## src/rtl/tgc_pkg.sv

```systemverilog
package tgc_pkg;
    localparam int DESC_W   = 64;
    localparam int ADDR_W   = 52;
    // table descriptor field layout
    localparam int VALID_BIT = 63;
    localparam int IND_BIT   = 62;
    localparam int TYPE_LO   = 56;
    localparam int TYPE_W    = 3;
    localparam int ESZ_LO    = 48;
    localparam int ESZ_W     = 3;
    localparam int PA_LO     = 12;
    localparam int PA_W      = 36;
    localparam int PG_LO     = 10;
    localparam int PG_W      = 2;
    localparam int SIZE_LO   = 0;
    localparam int SIZE_W    = 8;
    // split address for the largest page
    localparam int HI64_W    = 4;
    localparam int LO64_SH   = 16;
    localparam int HI64_SH   = 48;
    // fixed geometry constants (log2 of bytes)
    localparam int L1_LOG     = 3;
    localparam int CMD_LOG    = 5;
    localparam int PAGE4K_LOG = 12;
    // command queue address field
    localparam int CQ_PA_LO = 12;
    localparam int CQ_PA_W  = 40;
    // slot kinds
    localparam logic [TYPE_W-1:0] KIND_DEVICE = 3'd1;
    localparam logic [TYPE_W-1:0] KIND_COLL   = 3'd4;

    typedef enum logic [1:0] {
        ST_IDLE,
        ST_SCAN,
        ST_REPORT
    } phase_e;
endpackage

```

## src/rtl/tgc_tbl_decode.sv

```systemverilog
module tgc_tbl_decode
    import tgc_pkg::*;
#(
    parameter int CNT_W = 40
) (
    input  logic [DESC_W-1:0] desc,
    output logic              valid,
    output logic [CNT_W-1:0]  entries,
    output logic [ADDR_W-1:0] base
);
    localparam int SH_W = 6;

    logic [SH_W-1:0] pg_sh;
    logic [SH_W-1:0] esz_sh;
    logic [SH_W-1:0] amt;
    logic [SIZE_W:0] pages;
    logic            big_page;

    always_comb begin
        unique case (desc[PG_LO +: PG_W])
            2'd0:    pg_sh = SH_W'(12);
            2'd1:    pg_sh = SH_W'(14);
            default: pg_sh = SH_W'(16);
        endcase
        big_page = desc[PG_LO + 1];
        esz_sh   = SH_W'(desc[ESZ_LO +: ESZ_W]);
        pages    = {1'b0, desc[SIZE_LO +: SIZE_W]} + (SIZE_W + 1)'(1);
        if (desc[IND_BIT]) begin
            amt = pg_sh + pg_sh - SH_W'(L1_LOG) - esz_sh;
        end else begin
            amt = pg_sh - esz_sh;
        end
        valid = desc[VALID_BIT];
        if (!valid) begin
            entries = '0;
            base    = '0;
        end else begin
            entries = CNT_W'(pages) << amt;
            if (big_page) begin
                base = (ADDR_W'(desc[PA_LO + HI64_W +: PA_W - HI64_W]) << LO64_SH)
                     | (ADDR_W'(desc[PA_LO +: HI64_W]) << HI64_SH);
            end else begin
                base = ADDR_W'(desc[PA_LO +: PA_W]) << PA_LO;
            end
        end
    end
endmodule

```

## src/rtl/tgc_cmdq_decode.sv

```systemverilog
module tgc_cmdq_decode
    import tgc_pkg::*;
#(
    parameter int CNT_W = 40
) (
    input  logic [DESC_W-1:0] desc,
    output logic              valid,
    output logic [CNT_W-1:0]  entries,
    output logic [ADDR_W-1:0] base
);
    logic [SIZE_W:0] pages;

    always_comb begin
        valid = desc[VALID_BIT];
        pages = {1'b0, desc[SIZE_LO +: SIZE_W]} + (SIZE_W + 1)'(1);
        if (valid) begin
            entries = CNT_W'(pages) << (PAGE4K_LOG - CMD_LOG);
            base    = ADDR_W'(desc[CQ_PA_LO +: CQ_PA_W]) << CQ_PA_LO;
        end else begin
            entries = '0;
            base    = '0;
        end
    end
endmodule

```

## src/rtl/tgc_geometry.sv

```systemverilog
module tgc_geometry
    import tgc_pkg::*;
#(
    parameter int NUM_SLOTS     = 8,
    parameter int CNT_W         = 40,
    parameter int DEVB_W        = 5,
    parameter int CIDB_W        = 4,
    parameter int COL_FIXED_LOG = 16,
    localparam int DEVL_W = (1 << DEVB_W) + 1,
    localparam int COLL_W = (((1 << CIDB_W) > COL_FIXED_LOG) ? (1 << CIDB_W) : COL_FIXED_LOG) + 1
) (
    input  logic                        clk,
    input  logic                        rst_n,
    input  logic                        start,
    input  logic [NUM_SLOTS*DESC_W-1:0] desc_bus,
    input  logic [DESC_W-1:0]           cmdq_desc,
    input  logic [DEVB_W-1:0]           devid_bits,
    input  logic [CIDB_W-1:0]           cid_bits,
    input  logic                        cid_limited,
    output logic                        done,
    output logic                        dev_valid,
    output logic [CNT_W-1:0]            dev_entries,
    output logic [ADDR_W-1:0]           dev_base,
    output logic [DEVL_W-1:0]           dev_id_limit,
    output logic                        col_valid,
    output logic [CNT_W-1:0]            col_entries,
    output logic [ADDR_W-1:0]           col_base,
    output logic [COLL_W-1:0]           col_id_limit,
    output logic                        cq_valid,
    output logic [CNT_W-1:0]            cq_entries,
    output logic [ADDR_W-1:0]           cq_base
);
    localparam int IDX_W = (NUM_SLOTS > 1) ? $clog2(NUM_SLOTS) : 1;
    localparam logic [IDX_W-1:0] LAST_IDX = IDX_W'(NUM_SLOTS - 1);
    localparam int DSH_W = DEVB_W + 1;
    localparam int CSH_W = CIDB_W + 1;

    phase_e           state_q;
    phase_e           state_d;
    logic [IDX_W-1:0] idx_q;
    logic             launch;

    assign launch = (state_q == ST_IDLE) && start;

    // ---- state register ----
    always_ff @(posedge clk or negedge rst_n) begin
        if (!rst_n) begin
            state_q <= ST_IDLE;
            idx_q   <= '0;
        end else begin
            state_q <= state_d;
            if (launch) begin
                idx_q <= '0;
            end else if (state_q == ST_SCAN) begin
                idx_q <= idx_q + 1'b1;
            end
        end
    end

    // ---- next state ----
    always_comb begin
        state_d = state_q;
        unique case (state_q)
            ST_IDLE:   if (start) state_d = ST_SCAN;
            ST_SCAN:   if (idx_q == LAST_IDX) state_d = ST_REPORT;
            ST_REPORT: state_d = ST_IDLE;
            default:   state_d = ST_IDLE;
        endcase
    end

    // ---- descriptor snapshot, one register per slot ----
    logic [DESC_W-1:0] slot_w [NUM_SLOTS];

    for (genvar g = 0; g < NUM_SLOTS; g++) begin : g_slot
        logic [DESC_W-1:0] word_q;
        always_ff @(posedge clk or negedge rst_n) begin
            if (!rst_n) begin
                word_q <= '0;
            end else if (launch) begin
                word_q <= desc_bus[g*DESC_W +: DESC_W];
            end
        end
        assign slot_w[g] = word_q;
    end

    logic [DESC_W-1:0] cur;
    logic [TYPE_W-1:0] cur_kind;
    assign cur      = slot_w[idx_q];
    assign cur_kind = cur[TYPE_LO +: TYPE_W];

    logic              t_valid;
    logic [CNT_W-1:0]  t_entries;
    logic [ADDR_W-1:0] t_base;
    logic              q_valid;
    logic [CNT_W-1:0]  q_entries;
    logic [ADDR_W-1:0] q_base;

    tgc_tbl_decode #(.CNT_W(CNT_W)) u_tbl (
        .desc    (cur),
        .valid   (t_valid),
        .entries (t_entries),
        .base    (t_base)
    );

    tgc_cmdq_decode #(.CNT_W(CNT_W)) u_cq (
        .desc    (cmdq_desc),
        .valid   (q_valid),
        .entries (q_entries),
        .base    (q_base)
    );

    // ---- ID limits from the strobe-time settings ----
    logic [DSH_W-1:0]  dev_sh;
    logic [CSH_W-1:0]  col_sh;
    logic [DEVL_W-1:0] dev_lim_d;
    logic [COLL_W-1:0] col_lim_d;
    logic [DEVL_W-1:0] dev_lim_hold;
    logic [COLL_W-1:0] col_lim_hold;

    always_comb begin
        dev_sh    = {1'b0, devid_bits} + DSH_W'(1);
        col_sh    = {1'b0, cid_bits} + CSH_W'(1);
        dev_lim_d = DEVL_W'(1) << dev_sh;
        col_lim_d = cid_limited ? (COLL_W'(1) << col_sh) : (COLL_W'(1) << COL_FIXED_LOG);
    end

    // ---- result registers ----
    always_ff @(posedge clk or negedge rst_n) begin
        if (!rst_n) begin
            dev_valid    <= 1'b0;
            dev_entries  <= '0;
            dev_base     <= '0;
            dev_id_limit <= '0;
            col_valid    <= 1'b0;
            col_entries  <= '0;
            col_base     <= '0;
            col_id_limit <= '0;
            cq_valid     <= 1'b0;
            cq_entries   <= '0;
            cq_base      <= '0;
            dev_lim_hold <= '0;
            col_lim_hold <= '0;
        end else if (launch) begin
            dev_valid    <= 1'b0;
            dev_entries  <= '0;
            dev_base     <= '0;
            dev_id_limit <= '0;
            col_valid    <= 1'b0;
            col_entries  <= '0;
            col_base     <= '0;
            col_id_limit <= '0;
            cq_valid     <= q_valid;
            cq_entries   <= q_entries;
            cq_base      <= q_base;
            dev_lim_hold <= dev_lim_d;
            col_lim_hold <= col_lim_d;
        end else if (state_q == ST_SCAN) begin
            if (cur_kind == KIND_DEVICE) begin
                dev_valid    <= t_valid;
                dev_entries  <= t_entries;
                dev_base     <= t_base;
                dev_id_limit <= t_valid ? dev_lim_hold : '0;
            end
            if (cur_kind == KIND_COLL) begin
                col_valid    <= t_valid;
                col_entries  <= t_entries;
                col_base     <= t_base;
                col_id_limit <= t_valid ? col_lim_hold : '0;
            end
        end
    end

    // ---- state outputs ----
    always_comb begin
        done = (state_q == ST_REPORT);
    end
endmodule

```

## config.mk

```make
export PLATFORM = sky130hd
export DESIGN_NAME = tgc_geometry
export DESIGN_NICKNAME = d
export VERILOG_FILES = /design/src/rtl/tgc_pkg.sv /design/src/rtl/tgc_tbl_decode.sv /design/src/rtl/tgc_cmdq_decode.sv /design/src/rtl/tgc_geometry.sv
export SDC_FILE = /design/constraint.sdc
export NUM_CORES = 2
export LEC_CHECK = 0
export CAP_MARGIN = 40
export CORE_AREA = 4 4 355 357
export CTS_CLUSTER_DIAMETER = 40
export DETAILED_ROUTE_END_ITERATION = 16
export DIE_AREA = 0 0 359 361
export PLACE_DENSITY = 0.59
export SYNTH_ARGS = -nofsm -noshare
export SYNTH_HDL_FRONTEND = slang
export SYNTH_SLANG_ARGS = --single-unit
```

## constraint.sdc

```tcl
create_clock -name clk -period 9.2 [get_ports clk]
set_clock_uncertainty 0.1 [all_clocks]
set_input_delay 0.92 -clock clk [delete_from_list [all_inputs] [get_ports clk]]
set_output_delay 0.92 -clock clk [all_outputs]
set_load 0.1 [all_outputs]
```

==> results.tsv <==
stage	metric	value	unit
sta	setup_viol	0	
sta	slew_violations	0	
floorplanning	dieArea	130000	µm²
grt	grt_max_degree	194	
floorplanning	coreArea	123000	µm²
placement	portBuffers	756	
flow_run	drv_cap	0	
grt	first_global_vias	30256	
floorplanning	die_w	359	µm
final_layout	drive_gt1_share	16.0	%
worst_hold_path	hold_class	primary input to async pin	
synthesis	netlist_top_cells_area	dfrtp_1 (57%), nand2_1 (19%), mux4_2 (6.7%)	
clock_network	cts_tree	done	
clock_network	hold_buffers	0	
detailed_routing	wire_per_inst	21.2	µm
sta	relSlewSlack	31.3	%
critical_path	cp.arrival	5780	ps
grt	grt_pass1_wl	196000	µm
synthesis	async_flop_share	100	%
final_layout	final_common_cell	nand2_1	
clock_network	h-tree-depth	3	
clock_network	post_cts_resized	0	
critical_path	critPathMaxFanout	32	
final_layout	area_delta_synth_final	58.0	%
final_layout	final_cell_mix	nand2_1 (1642), clkdlybuf4s50_1 (750), dfrtp_1 (746)	
critical_path	crit_path_start_kind	register	
clock_network	clkLatencyLatePin	740	ps
floorplanning	initial_core_util	26.9	%
detailed_routing	drt-initial-drc-count	2552	
sta	timing.final.crit_share	57.2	%
clock_network	clk_pin_slew	60	ps
critical_path	path_cells	buf_4 -> mux4_2 -> mux2_2 -> ha_1 -> inv_1 -> ha_1 -> fa_1 -> xnor2_1 -> o31a_1 -> inv_1 -> nand2_1 -> nor2_1 -> a32o_1	
synthesis	netlist_area	33100	µm²
synthesis	seq_area_frac_synth	56.6	%
detailed_routing	vias	28707	
power_and_ir_drop	peakVddDrop	0.455	mV
sta	rsz0062_at_grt	false	
status	outcome	finished, final reports clean	
placement	hpwl	93400	µm
critical_path	critical_path_class	register to register	
sta	tightest_slew	1030	ps
synthesis	synthFlopType	dfrtp_1	
clock_network	cts_sinks	749	
synthesis	yosysUniqueCellTypes	84	
placement	placed_cells	5885	
grt	grtUsageTotal	19.8	%
floorplanning	ios	919	
grt	grt.overflow.total	0	
final_layout	nFillCells	11469	
critical_path	max_stage_delay	730	ps
synthesis	synth_top_area_share	56.6	%
power_and_ir_drop	powerDensity	428	nW/µm²
detailed_routing	ant_nets	0	
placement	gp_congestion	0.867	
sta	finalCriticalPeriod	5260	ps
power_and_ir_drop	p_leak	24.1	nW
floorplanning	die_h	361	µm
synthesis	yosysTopAreaCell	dfrtp_1	
detailed_routing	dr.pass1.iters	7	
final_layout	fin_nets	4970	
sta	finalHoldViolations	0	
sta	tns	0	ps
critical_path	slowest_stage	dfrtp_4	
synthesis	avgSynthCellArea	9.75	µm²
final_layout	final_cells	6131	
clock_network	cts_buffers	120	
critical_path	crit_required	9720	ps
synthesis	synth_warnings	0	
synthesis	synth-seq-cells	749	
detailed_routing	routed_wl	130000	µm
detailed_routing	avgViaCountPerCell	4.68	
floorplanning	rows	129	
sta	fmax	190	MHz
clock_network	postCtsSetupBuffers	0	
grt	grt_antenna_before_repair	36	
detailed_routing	drc	0	
clock_network	clock-root-buffer	clkbuf_16	
synthesis	netlist_instances	3398	
synthesis	synth_edf_count	0	
critical_path	worstSetupEndpointType	register	
clock_network	clk_path_buf_depth	3	
## worst paths after layout
check,start,to,slack (ps),cells after the start
worst max-delay path,idx_q[0],col_entries[34],3940,13
worst min-delay path,rst_n,dev_id_limit[6],80,1
worst max register to register,idx_q[0],col_entries[34],3940,13
worst min register to register,cq_base[25],cq_base[25],360,2
max in group asynchronous,rst_n,col_base[40],6780,3
min in group clk,cq_base[25],cq_base[25],360,2
## cell usage after synthesis, types with 21 or more instances
cell         n
a21oi_1     26
a22o_1      62
mux2_2      44
dfrtp_1    749
nand2_1   1642
buf_4       68
buf_1       21
nor2_1      53
nand3_1     67
clkbuf_1   162
o21ai_0    153
mux4_2      98
## worst max-delay path, delay by kind of cell (launching register included)
kind | cells | cell delay [ps]
buffers and inverters | 3 | 1000
muxes | 2 | 950
adders and majority gates | 3 | 950
AOI/OAI and AO/OA | 2 | 800
DFF | 1 | 730
and+or+nand+nor | 2 | 300
xor gates and xnor gates | 1 | 270
## logic make-up (layout without fill, tap and decap cells)
group	count (synthesis)	in the layout	share of synthesized area, %
other cells	1	86	0.0113
flops	749	749	56.6
xor+xnor	11	11	0.370
fa+ha+maj	11	11	0.461
mux	171	171	9.68
buf+inv	282	1293	4.21
compound gates	330	330	6.68
simple gates	1843	1843	22.0
## through the flow
stage | hold WS (ps) | cell area [µm²] | utilization, % | worst slack, ps | power (W)
CTS | 41.7 | 52300 | 42.5 | 3830 | 0.0226
global placement | 350 | 42000 | 34.1 | 3900 | 0.0160
floorplan | 337 | 33400 | - | 4470 | 0.0128
detailed placement | 357 | 48000 | 39.0 | 3840 | 0.0177
finish | 85.0 | 52300 | 42.6 | 3940 | 0.0224
global route | 89.9 | 52300 | 42.5 | 3480 | 0.0236
## state kept, by name, summed over array words and instances (netlist names)
signal / count
col_entries: 40
dev_id_limit: 33
dev_lim_hold: 33
dev_base: 40
cq_valid: 1
col_valid: 1
col_id_limit: 17
cq_entries: 9
state_q: 2
col_base: 40
cq_base: 40
dev_valid: 1
dev_entries: 40
g_slot.word_q: 432
idx_q: 3
col_lim_hold: 17
## per-layer routing
layer	wire, µm	share of wire, %	track usage, %	vias up
li1	-	-	-	13122
met1	53200	41	24.9	14226
met2	62000	48	32.0	1060
met3	9590	7.4	5.52	279
met4	5160	4.0	8.33	20
met5	128	0.098	0	-
## power by group
part	switching [W]	internal (W)	total (W)
combinational	0.00793	0.00435	0.0123
clock	0.00180	0.00297	0.00478
sequential	0.000792	0.00453	0.00532
total	0.0105	0.0119	0.0224
## cell type report
| class | count | area, µm² | share of cell area, % |
|---|---|---|---|
| sequential | 749 | 18800 | 35.8 |
| timing repair buffer | 1057 | 13900 | 26.5 |
| multi-input combinational | 2433 | 13300 | 25.4 |
| clock buffer | 134 | 3170 | 6.05 |
| tap | 1637 | 2050 | 3.91 |
| clock inverter | 93 | 1140 | 2.18 |
| antenna | 19 | 47.5 | 0.0908 |
| inverter | 9 | 33.8 | 0.0645 |
(Power assumes the default switching activity.)
